<file path="src/rtl/spi_reg_slave_pkg.sv">
package spi_reg_slave_pkg;
   // transfer phase of the protocol engine
   typedef enum logic [1:0] {
      PH_IDLE = 2'd0,
      PH_CMD  = 2'd1,
      PH_DATA = 2'd2
   } xfer_phase_e;

   // number of flag bits ahead of the address in the command byte
   localparam int CMD_FLAG_BITS = 2;
endpackage

</file>
<file path="src/rtl/spi_reg_slave_sync.sv">
module spi_reg_slave_sync #(
   parameter int             W       = 1,
   parameter int             STAGES  = 2,
   parameter logic [W-1:0]   RST_VAL = '0
) (
   input  logic         clk,
   input  logic         rst_n,
   input  logic [W-1:0] d,
   output logic [W-1:0] q
);
   localparam int CHAIN_W = STAGES * W;

   if (STAGES < 2) begin : g_bad_stages
      $error("spi_reg_slave_sync: STAGES must be at least 2");
   end

   logic [CHAIN_W-1:0] chain_q;

   always_ff @(posedge clk or negedge rst_n) begin
      if (!rst_n) chain_q <= {STAGES{RST_VAL}};
      else        chain_q <= {chain_q[CHAIN_W-W-1:0], d};
   end

   assign q = chain_q[CHAIN_W-1 -: W];
endmodule

</file>
<file path="src/rtl/spi_reg_slave_front.sv">
module spi_reg_slave_front #(
   parameter int SYNC_STAGES = 2
) (
   input  logic clk,
   input  logic rst_n,
   input  logic cs_n,
   input  logic sclk,
   input  logic sdi,
   output logic cs_idle,
   output logic rise_evt,
   output logic fall_evt,
   output logic sdi_s
);
   logic sclk_s;
   logic sclk_q;

   // pins synchronised as one group so their relative order is kept
   spi_reg_slave_sync #(
      .W       (3),
      .STAGES  (SYNC_STAGES),
      .RST_VAL (3'b110)
   ) u_sync (
      .clk   (clk),
      .rst_n (rst_n),
      .d     ({cs_n, sclk, sdi}),
      .q     ({cs_idle, sclk_s, sdi_s})
   );

   always_ff @(posedge clk or negedge rst_n) begin
      if (!rst_n) sclk_q <= 1'b1;
      else        sclk_q <= sclk_s;
   end

   assign rise_evt = !cs_idle &&  sclk_s && !sclk_q;
   assign fall_evt = !cs_idle && !sclk_s &&  sclk_q;
endmodule

</file>
<file path="src/rtl/spi_reg_slave_frame.sv">
module spi_reg_slave_frame
   import spi_reg_slave_pkg::*;
#(
   parameter int ADDR_W = 6,
   parameter int DATA_W = 8
) (
   input  logic              clk,
   input  logic              rst_n,
   input  logic              cs_idle,
   input  logic              rise_evt,
   input  logic              fall_evt,
   input  logic              sdi_s,
   input  logic [DATA_W-1:0] rd_data,
   output logic              wr_en,
   output logic [DATA_W-1:0] wr_data,
   output logic [ADDR_W-1:0] cur_addr,
   output logic              tx_bit,
   output logic              tx_oe,
   output logic              in_data,
   output logic              is_read
);
   localparam int BIT_W = $clog2(DATA_W);
   localparam int LAST  = DATA_W - 1;

   xfer_phase_e       phase_q;
   logic [BIT_W-1:0]  bit_cnt_q;
   logic [DATA_W-2:0] rx_q;
   logic [DATA_W-1:0] tx_q;
   logic [DATA_W-1:0] full_byte;
   logic [ADDR_W-1:0] addr_q;
   logic              rd_q;
   logic              step_q;
   logic              live_q;
   logic              byte_end;

   assign full_byte = {rx_q, sdi_s};
   assign byte_end  = rise_evt && (bit_cnt_q == BIT_W'(LAST));

   always_ff @(posedge clk or negedge rst_n) begin
      if (!rst_n) begin
         phase_q   <= PH_IDLE;
         bit_cnt_q <= '0;
         rx_q      <= '0;
         tx_q      <= '0;
         addr_q    <= '0;
         rd_q      <= 1'b0;
         step_q    <= 1'b0;
         live_q    <= 1'b0;
      end else if (cs_idle) begin
         phase_q   <= PH_IDLE;
         bit_cnt_q <= '0;
         live_q    <= 1'b0;
      end else begin
         if (phase_q == PH_IDLE) phase_q <= PH_CMD;
         if (rise_evt) begin
            rx_q      <= full_byte[DATA_W-2:0];
            bit_cnt_q <= bit_cnt_q + 1'b1;
            if (byte_end) begin
               if (phase_q != PH_DATA) begin
                  rd_q    <= full_byte[DATA_W-1];
                  step_q  <= full_byte[DATA_W-2];
                  addr_q  <= full_byte[ADDR_W-1:0];
                  phase_q <= PH_DATA;
               end else if (step_q) begin
                  addr_q  <= addr_q + 1'b1;
               end
            end
         end
         if (fall_evt && phase_q == PH_DATA && rd_q) begin
            if (bit_cnt_q == '0) begin
               tx_q   <= rd_data;
               live_q <= 1'b1;
            end else begin
               tx_q   <= {tx_q[DATA_W-2:0], 1'b0};
            end
         end
      end
   end

   assign wr_en    = byte_end && phase_q == PH_DATA && !rd_q;
   assign wr_data  = full_byte;
   assign cur_addr = addr_q;
   assign tx_bit   = tx_q[DATA_W-1];
   assign in_data  = (phase_q == PH_DATA);
   assign is_read  = rd_q;
   assign tx_oe    = live_q && rd_q && phase_q == PH_DATA && !cs_idle;
endmodule

</file>
<file path="src/rtl/spi_reg_slave_bank.sv">
module spi_reg_slave_bank #(
   parameter int                ADDR_W    = 6,
   parameter int                DATA_W    = 8,
   parameter int                ID_ADDR   = 15,
   parameter logic [DATA_W-1:0] ID_VALUE  = 8'h33,
   parameter int                MODE_ADDR = 35,
   parameter int                MODE_BIT  = 0
) (
   input  logic              clk,
   input  logic              rst_n,
   input  logic              wr_en,
   input  logic [ADDR_W-1:0] wr_addr,
   input  logic [DATA_W-1:0] wr_data,
   input  logic [ADDR_W-1:0] rd_addr,
   output logic [DATA_W-1:0] rd_data,
   output logic              mode_bit
);
   localparam int DEPTH = 1 << ADDR_W;
   localparam logic [ADDR_W-1:0] ID_SEL   = ADDR_W'(ID_ADDR);
   localparam logic [ADDR_W-1:0] MODE_SEL = ADDR_W'(MODE_ADDR);

   logic [DATA_W-1:0] store [DEPTH];

   always_ff @(posedge clk or negedge rst_n) begin
      if (!rst_n) begin
         for (int i = 0; i < DEPTH; i++) store[i] <= '0;
      end else if (wr_en && wr_addr != ID_SEL) begin
         store[wr_addr] <= wr_data;
      end
   end

   assign rd_data  = (rd_addr == ID_SEL) ? ID_VALUE : store[rd_addr];
   assign mode_bit = store[MODE_SEL][MODE_BIT];
endmodule

</file>
<file path="src/rtl/spi_reg_slave.sv">
module spi_reg_slave #(
   parameter int                ADDR_W        = 6,
   parameter int                DATA_W        = 8,
   parameter int                SYNC_STAGES   = 2,
   parameter int                ID_ADDR       = 15,
   parameter logic [DATA_W-1:0] ID_VALUE      = 8'h33,
   parameter int                MODE_ADDR     = 35,
   parameter int                MODE_BIT      = 0,
   parameter bit                THREE_WIRE_EN = 1'b1
) (
   input  logic clk,
   input  logic rst_n,
   input  logic cs_n,
   input  logic sclk,
   input  logic sdi,
   output logic sdi_drv,
   output logic sdi_oe,
   output logic sdo,
   output logic sdo_oe
);
   localparam int DEPTH = 1 << ADDR_W;

   if (DATA_W != ADDR_W + spi_reg_slave_pkg::CMD_FLAG_BITS) begin : g_bad_width
      $error("spi_reg_slave: DATA_W must equal ADDR_W plus the two flag bits");
   end
   if ((1 << $clog2(DATA_W)) != DATA_W) begin : g_bad_pow2
      $error("spi_reg_slave: DATA_W must be a power of two");
   end
   if (ID_ADDR >= DEPTH || MODE_ADDR >= DEPTH || ID_ADDR == MODE_ADDR) begin : g_bad_addr
      $error("spi_reg_slave: identity and mode addresses must be distinct and in range");
   end
   if (MODE_BIT >= DATA_W) begin : g_bad_bit
      $error("spi_reg_slave: MODE_BIT out of range");
   end

   logic              cs_idle;
   logic              rise_evt;
   logic              fall_evt;
   logic              sdi_s;
   logic              wr_en;
   logic [DATA_W-1:0] wr_data;
   logic [ADDR_W-1:0] cur_addr;
   logic [DATA_W-1:0] rd_data;
   logic              tx_bit;
   logic              tx_oe;
   logic              in_data;
   logic              is_read;
   logic              mode_bit;
   logic              three_wire;

   spi_reg_slave_front #(.SYNC_STAGES(SYNC_STAGES)) u_front (
      .clk      (clk),
      .rst_n    (rst_n),
      .cs_n     (cs_n),
      .sclk     (sclk),
      .sdi      (sdi),
      .cs_idle  (cs_idle),
      .rise_evt (rise_evt),
      .fall_evt (fall_evt),
      .sdi_s    (sdi_s)
   );

   spi_reg_slave_frame #(.ADDR_W(ADDR_W), .DATA_W(DATA_W)) u_frame (
      .clk      (clk),
      .rst_n    (rst_n),
      .cs_idle  (cs_idle),
      .rise_evt (rise_evt),
      .fall_evt (fall_evt),
      .sdi_s    (sdi_s),
      .rd_data  (rd_data),
      .wr_en    (wr_en),
      .wr_data  (wr_data),
      .cur_addr (cur_addr),
      .tx_bit   (tx_bit),
      .tx_oe    (tx_oe),
      .in_data  (in_data),
      .is_read  (is_read)
   );

   spi_reg_slave_bank #(
      .ADDR_W    (ADDR_W),
      .DATA_W    (DATA_W),
      .ID_ADDR   (ID_ADDR),
      .ID_VALUE  (ID_VALUE),
      .MODE_ADDR (MODE_ADDR),
      .MODE_BIT  (MODE_BIT)
   ) u_bank (
      .clk      (clk),
      .rst_n    (rst_n),
      .wr_en    (wr_en),
      .wr_addr  (cur_addr),
      .wr_data  (wr_data),
      .rd_addr  (cur_addr),
      .rd_data  (rd_data),
      .mode_bit (mode_bit)
   );

   if (THREE_WIRE_EN) begin : g_three_wire
      assign three_wire = mode_bit;
   end else begin : g_four_wire_only
      assign three_wire = 1'b0;
   end

   assign sdo_oe  = tx_oe && !three_wire;
   assign sdi_oe  = tx_oe &&  three_wire;
   assign sdo     = sdo_oe && tx_bit;
   assign sdi_drv = sdi_oe && tx_bit;
endmodule

</file>
<file path="config.mk">
export PLATFORM = sky130hd
export DESIGN_NAME = spi_reg_slave
export DESIGN_NICKNAME = d
export VERILOG_FILES = /design/src/rtl/spi_reg_slave_pkg.sv /design/src/rtl/spi_reg_slave_sync.sv /design/src/rtl/spi_reg_slave_front.sv /design/src/rtl/spi_reg_slave_frame.sv /design/src/rtl/spi_reg_slave_bank.sv /design/src/rtl/spi_reg_slave.sv
export SDC_FILE = /design/constraint.sdc
export NUM_CORES = 1
export LEC_CHECK = 0
export ABC_CLOCK_PERIOD_IN_PS = 4600
export CAP_MARGIN = 10
export CORE_MARGIN = 8
export CORE_UTILIZATION = 65
export CTS_CLUSTER_DIAMETER = 150
export CTS_CLUSTER_SIZE = 40
export DETAILED_ROUTE_END_ITERATION = 8
export GPL_TIMING_DRIVEN = 0
export PLACE_DENSITY_LB_ADDON = 0.08
export SLEW_MARGIN = 20
export SYNTH_ARGS = -nofsm -noshare
export SYNTH_HDL_FRONTEND = slang
export SYNTH_SLANG_ARGS = --single-unit
</file>
<file path="constraint.sdc">
create_clock -name clk -period 4.6 [get_ports clk]
set_input_delay 1.15 -clock clk [delete_from_list [all_inputs] [get_ports clk]]
set_output_delay 1.15 -clock clk [all_outputs]
set_load 0.1 [all_outputs]
</file>
[Yosys cells after proc, flatten, opt, wreduce, memory -nomap -nowiden]
Index checks and enable logic that the tools add are counted.
Word-level totals
  register bits: 548
  output and inout port bits: 4
  word-level logic and storage cells: 139
Cells by class
  add/sub/neg operators: 2
  $lt $le $gt $ge: 2
  equality and inequality tests: 5
  mux-type cells: 20
  bitwise operators: 2
  reduce and logical (&&, ||, !) cells: 34
Operators by type and width (number)
  bitwise mux 512 bit: 1
  binary-select mux 8 bit (select 6 bit): 1
  demux 8 bit (select 6 bit): 1
  2-to-1 mux 8 bit: 5
  logical AND 1 bit: 18
  2-to-1 mux 6 bit: 2
  2-to-1 mux 2 bit: 5
  AND reduction 4 bit: 2
  nonzero test 2 bit: 4
  greater-or-equal comparator 7 bit (second input constant): 1
  less-than comparator 7 x 1 -> 1 bit (second input constant): 1
  inverter 6 -> 7 bit: 1
  adder 6 x 1 -> 6 bit (second input constant): 1
  == test 6 x 4 -> 1 bit (second input constant): 1
  2-to-1 mux 3 bit: 2
  != test 6 x 4 -> 1 bit (second input constant): 1
  AND reduction 2 bit: 3
  logical NOT 1 bit: 5
  adder 3 x 1 -> 3 bit (second input constant): 1
  == test 3 bit (second input constant): 1
  logical NOT 3 bit: 1
  2-to-1 mux 1 bit: 3
  == test 2 bit (second input constant): 1
  logical NOT 2 bit: 1
  other kinds (2): 2

[Logic depth before layout (Yosys ltp)]
  depth after elaboration: 7
  mapped depth: 10

[Cells and area by module]
From an unflattened synthesis, not the netlist that was laid out.
Unflattened totals
  cell total of the unflattened synthesis: 1670
  area total of the unflattened synthesis: 25240.5 um2
By module, submodules not included
  spi_reg_slave_bank: times used 1, cells an instance 1523, area an instance 23503.8 um2, seq. area each 12762.2 um2
  spi_reg_slave_frame: times used 1, cells an instance 131, area an instance 1483.9 um2, seq. area each 725.7 um2
  spi_reg_slave_sync: times used 1, cells an instance 9, area an instance 177.7 um2, seq. area each 155.1 um2
  spi_reg_slave_front: times used 1, cells an instance 3, area an instance 41.3 um2, seq. area each 26.3 um2
  spi_reg_slave: times used 1, cells an instance 4, area an instance 33.8 um2, seq. area each 0.0 um2

[Least setup slack after synthesis]
No wires, ideal clock.
  kind: reg2out
  from: register u_front.u_sync.chain_q[5]
  to: output port sdo
  arrival time: 3095 ps
  required time: 3450 ps
  setup slack: 355 ps
  cell stages (with the launch flop): 6
  buffers on the path: 1
  cell sequence: dfstp_2 buf_6 nor4bb_1 nand2_1 nor2_1 and2_1
Between the ends
  word-level cells in the longest chain between the ends: 4
Ends and longest elaborated chain
  start: declaration: RTL line spi_reg_slave_sync.sv:17  | logic [CHAIN_W-1:0] chain_q;
  start signal: assignment: RTL line spi_reg_slave_sync.sv:20  | if (!rst_n) chain_q <= {STAGES{RST_VAL}};
  start signal: assignment: RTL line spi_reg_slave_sync.sv:21  | else chain_q <= {chain_q[CHAIN_W-W-1:0], d};
  logical NOT 1 bit: RTL line spi_reg_slave_frame.sv:86  | assign tx_oe = live_q && rd_q && phase_q == PH_DATA && !cs_idle;
  logical AND 1 bit: RTL line spi_reg_slave_frame.sv:86
  logical AND 1 bit: RTL line spi_reg_slave.sv:104  | assign sdo_oe = tx_oe && !three_wire;
  named net sdo_oe: RTL line spi_reg_slave.sv:19  | output logic sdo_oe
  logical AND 1 bit: RTL line spi_reg_slave.sv:106  | assign sdo = sdo_oe && tx_bit;
  end: declaration: RTL line spi_reg_slave.sv:18  | output logic sdo,
The timed path passes the listed nets, and every way through them passes these cells.

[Worst setup path after layout]
  from: register u_frame.addr_q[0], in the netlist u_frame.cur_addr[0]
  to: register u_frame.tx_q[1]
Between the ends
  word-level cells in the longest chain between the ends: 6
  elaborated cells between the ends (all ways): 7
  those cells by class: eq/ne (1); mux (5); bitwise (1)
Ends and longest elaborated chain
  start: declaration: RTL line spi_reg_slave_frame.sv:30  | logic [ADDR_W-1:0] addr_q;
  start signal: assignment: RTL line spi_reg_slave_frame.sv:62  | addr_q <= full_byte[ADDR_W-1:0];
  start signal: assignment: RTL line spi_reg_slave_frame.sv:65  | addr_q <= addr_q + 1'b1;
  inverter 6 -> 7 bit (not written as such): RTL line spi_reg_slave_bank.sv:32  | assign rd_data = (rd_addr == ID_SEL) ? ID_VALUE : store[rd_addr];
  binary-select mux 8 bit (select 6 bit): RTL line spi_reg_slave_bank.sv:32
  2-to-1 mux 8 bit (not written as such) (2 in a row): RTL line spi_reg_slave_bank.sv:32
  2-to-1 mux 8 bit (*): RTL line spi_reg_slave_bank.sv:32
  2-to-1 mux 8 bit (*): RTL line spi_reg_slave_frame.sv:70  | if (bit_cnt_q == '0) begin
  end signal: assignment: RTL line spi_reg_slave_frame.sv:71  | tx_q <= rd_data;
  end signal: assignment: RTL line spi_reg_slave_frame.sv:74  | tx_q <= {tx_q[DATA_W-2:0], 1'b0};
  end: declaration: RTL line spi_reg_slave_frame.sv:28  | logic [DATA_W-1:0] tx_q;
Every way passes the cells marked *; elsewhere a longest branch is shown, timed or not. The select of a mux whose other input is x is not followed.
A chain may end at the register's enable or synchronous reset.

==> impl_metrics.csv <==
group,metric,value,unit
setup_path,worstPathArrival,4.95,ns
setup_path,critPathMaxFanout,11,
drt,ant_nets,0,
run,cap_viol_max_count,0,
clock_tree,cts_buffers,17,
setup_path,worstSetupStartpointType,"register",
sta,hold_viol,0,
synth,ys_seq_area_frac,0.5390,
placement,gp_congestion,1.050,
placement,placed_cells,2402,
clock_tree,clk_pin_slew,0.15,ns
global_route,antenna_found_initial,11,
setup_path,r2r_start,"u_frame.cur_addr[0]",
synth,synthCells,1871,
global_route,grtUsageMet1,0.5501,
drt,drc,0,
drt,drt_iter0_markers,2976,
setup_path,rr_endpoint,"u_frame.tx_q[1]",
cells_and_area,drive_above_1_share,0.3800,
min_path,min_to,"u_front.u_sync.chain_q[5]",
setup_path,reg2reg_depth,7,
cells_and_area,fin_cells,2434,
global_route,grtUsageMet2,0.5740,
sta,max_freq,0.2226,GHz
clock_tree,postCtsSetupRepairBufs,0,
floorplanning,die-area,0.04574,mm^2
clock_tree,clockBufferDepth,3,
floorplanning,fp.dieW,213.9,um
drt,firstDrtPassIters,5,
global_route,grt_util_all_layers,0.4139,
synth,netlist-cell-type-count,69,
min_path,hold_depth,0,
synth,async_flop_share,1.000,
global_route,grt_first_pass_wirelength,133000,um
placement,place_hpwl,63610,um
clock_tree,h-tree-depth,1,
sta,worstMarginPinSlew,1.297,ns
setup_path,cp_data_required_time,5.06,ns
sta,rsz0062_at_grt,"no",
sta,fin_crit,4.493,ns
global_route,gr-usage-met3,0.1504,
drt,vias,18165,
placement,io_buffers,8,
clock_tree,cts_resized,0,
sta,relSlewSlack,0.1356,
sta,fin_tns_setup,0,ns
drt,vias_per_cell,7.463,
clock_tree,cts_tree,"built",
global_route,busiest_layer,"met2",
setup_path,r2r_setup_slack,0.11,ns
drt,wirelength,93030,um
synth,syn_area,0.02545,mm^2
cells_and_area,fin_nets,1912,
sta,period_share,0.9767,
setup_path,critPathCaptureType,"register",
global_route,grt_max_degree,104,
cells_and_area,fill_cells,2733,
global_route,grt_pass1_vias,18095,
floorplanning,ioPinCount,9,
global_route,overflow,0,
cells_and_area,syn_to_final_growth,5.447,%
power_and_ir_drop,p_per_area,304.2,mW/mm^2
min_path,hold_start,"u_front.u_sync.chain_q[2]",
floorplanning,core-area,0.03865,mm^2
sta,maxSlewViolCount,0,
setup_path,cp_cell_sequence,"buf_6, buf_4, buf_2, clkbuf_1, o21ai_0, a2111oi_2, a21oi_1",
setup_path,slowest_delay,0.97,ns
clock_tree,cts_hold_buf,0,
synth,syn_avg_cell_area,13.60,um^2
power_and_ir_drop,irDropWorstVdd,326.0,uV
synth,synth_edf_count,0,
power_and_ir_drop,p_leak,0.01264,uW
clock_tree,clk_latency,0.60,ns
clock_tree,root_buffer,"clkbuf_16",
cells_and_area,post-route-util,0.6944,
synth,synthFlopType,"dfrtp_1",
setup_path,slowest_stage,"clkbuf_1",
setup_path,crit_type,"register to register",
synth,synth_warnings,0,
min_path,hp-class,"register to register",
floorplanning,die_h,213.9,um
outcome,status,"complete, no violations",
sta,clock-skew-final,0.03336,ns
synth,synth-seq-cells,548,
sta,finalSetupViolCount,0,
floorplanning,start_util,0.6586,
synth,syn-num-nets,1880,
floorplanning,num_rows,72,
drt,wl_per_cell,38.22,um
clock_tree,cts_num_sinks,548,
worst max-delay path by stage:
| stage | depth (start not counted) | startpoint | end | slack [ns] |
|---|---|---|---|---|
| global route | 5 | u_front.u_sync.chain_q[5] | sdi_drv | 0.19 |
| detailed placement | 7 | u_frame.cur_addr[0] | u_frame.tx_q[1] | 0.32 |
| global placement | 1 | rst_n | u_bank.store[389] | -21.10 |
| CTS | 7 | u_frame.cur_addr[0] | u_frame.tx_q[1] | 0.30 |
| finish | 7 | u_frame.cur_addr[0] | u_frame.tx_q[1] | 0.11 |
| floorplan | 5 | u_front.u_sync.chain_q[5] | sdo | 0.35 |
metal layers:
layer,vias to the layer above,wire [um]
li1,7003,-
met1,9379,34500
met2,1384,38670
met3,391,12570
met4,8,7224
met5,-,65
synthesized netlist by cell type (6+ instances only):
master    count  share of area
and3_1        8         0.0020
o22ai_1      22         0.0054
o21ai_0      48         0.0094
nand2b_1      7         0.0017
mux2i_1      40          0.016
a221oi_1     56          0.019
nor2b_1       9         0.0022
a32oi_1       7         0.0024
a31oi_1      11         0.0027
nor2_1       46         0.0068
mux2_1       12         0.0053
nor2_4       11         0.0049
nand3_1      20         0.0039
a22o_1        8         0.0028
mux4_2       30          0.027
a22oi_1      77          0.023
nor3_1       10         0.0020
clkbuf_1    102          0.015
o221ai_1      6         0.0021
nor2_2       36         0.0088
mux2_4        8         0.0047
buf_2        34         0.0067
nand2_1      45         0.0066
a21oi_1      29         0.0057
nor2_8        6         0.0047
dfrtp_1     543           0.53
mux2_2      537           0.24
cell families (layout without fill, tap and decap cells):
family | Yosys count | count (layout) | synth area share
AOI/OAI and AO/OA | 299 | 299 | 0.08495
adders and majority gates | 4 | 4 | 0.001966
buffers and inverters | 156 | 193 | 0.02689
muxes | 627 | 627 | 0.2899
other | 0 | 8 | 0
DFF | 548 | 548 | 0.5390
xor gates and xnor gates | 1 | 1 | 0.0003442
and+or+nand+nor | 236 | 236 | 0.05693
critical path: cells and delay by family (launching register included):
kind,cells,cell delay [ns]
DFF,1,0.49
buffers and inverters,4,2.19
AOI/OAI and AO/OA,3,1.64
per-stage QoR:
step	power [uW]	hold WS (ns)	setup WS (ns)	instance area, um^2
6_report	8163	0.3689	0.1073	26840
5_1_grt	8295	0.3730	0.1945	26830
4_1_cts	8068	0.3687	0.2986	26810
3_5_place_dp	5973	0.3487	0.3227	26340
3_3_place_gp	5948	0.3456	-21.10	26180
2_1_floorplan	5356	0.3312	0.3547	25450
cells in the final DEF (no fill, tap or decap), types with 9 or more instances in the layout:
| cell | instances |
|---|---|
| dfrtp_1 | 543 |
| mux2_2 | 537 |
| clkbuf_1 | 103 |
| a22oi_1 | 77 |
| a221oi_1 | 56 |
| o21ai_0 | 48 |
| nand2_1 | 45 |
| nor2_1 | 44 |
| mux2i_1 | 40 |
| nor2_2 | 38 |
| buf_2 | 34 |
| mux4_2 | 30 |
| a21oi_1 | 29 |
| o22ai_1 | 22 |
| nand3_1 | 20 |
| clkbuf_16 | 17 |
| mux2_1 | 12 |
| nor2_4 | 11 |
| a31oi_1 | 11 |
| nor3_1 | 10 |
| nor2b_1 | 9 |
power by group:
part / internal [uW] / switching, uW
logic: 141 / 933
registers: 4850 / 26.8
clock network: 706 / 1510
total: 5700 / 2470
cell type report:
type / count / area (um^2) / share of cell area
buffer: 149 / 663.1 / 0.02471
multi-input combinational: 1167 / 11070 / 0.4124
timing repair buffer: 13 / 222.7 / 0.008298
inverter: 7 / 26.28 / 0.0009790
clock inverter: 2 / 25.02 / 0.0009324
antenna: 8 / 20.02 / 0.0007459
tap: 518 / 648.1 / 0.02415
clock buffer: 22 / 444.2 / 0.01655
sequential: 548 / 13720 / 0.5112
sequential cells by signal (all words and copies together) (netlist names):
| register | flops |
|---|---|
| u_frame.cur_addr | 6 |
| u_frame.rx_q | 7 |
| u_frame.tx_q | 8 |
| u_frame.phase_q | 2 |
| u_bank.store | 511 |
| u_bank.mode_bit | 1 |
| u_frame.step_q | 1 |
| u_front.u_sync.chain_q | 6 |
| u_frame.live_q | 1 |
| u_frame.is_read | 1 |
| u_front.sclk_q | 1 |
| u_frame.bit_cnt_q | 3 |
(Power assumes the default switching activity.)
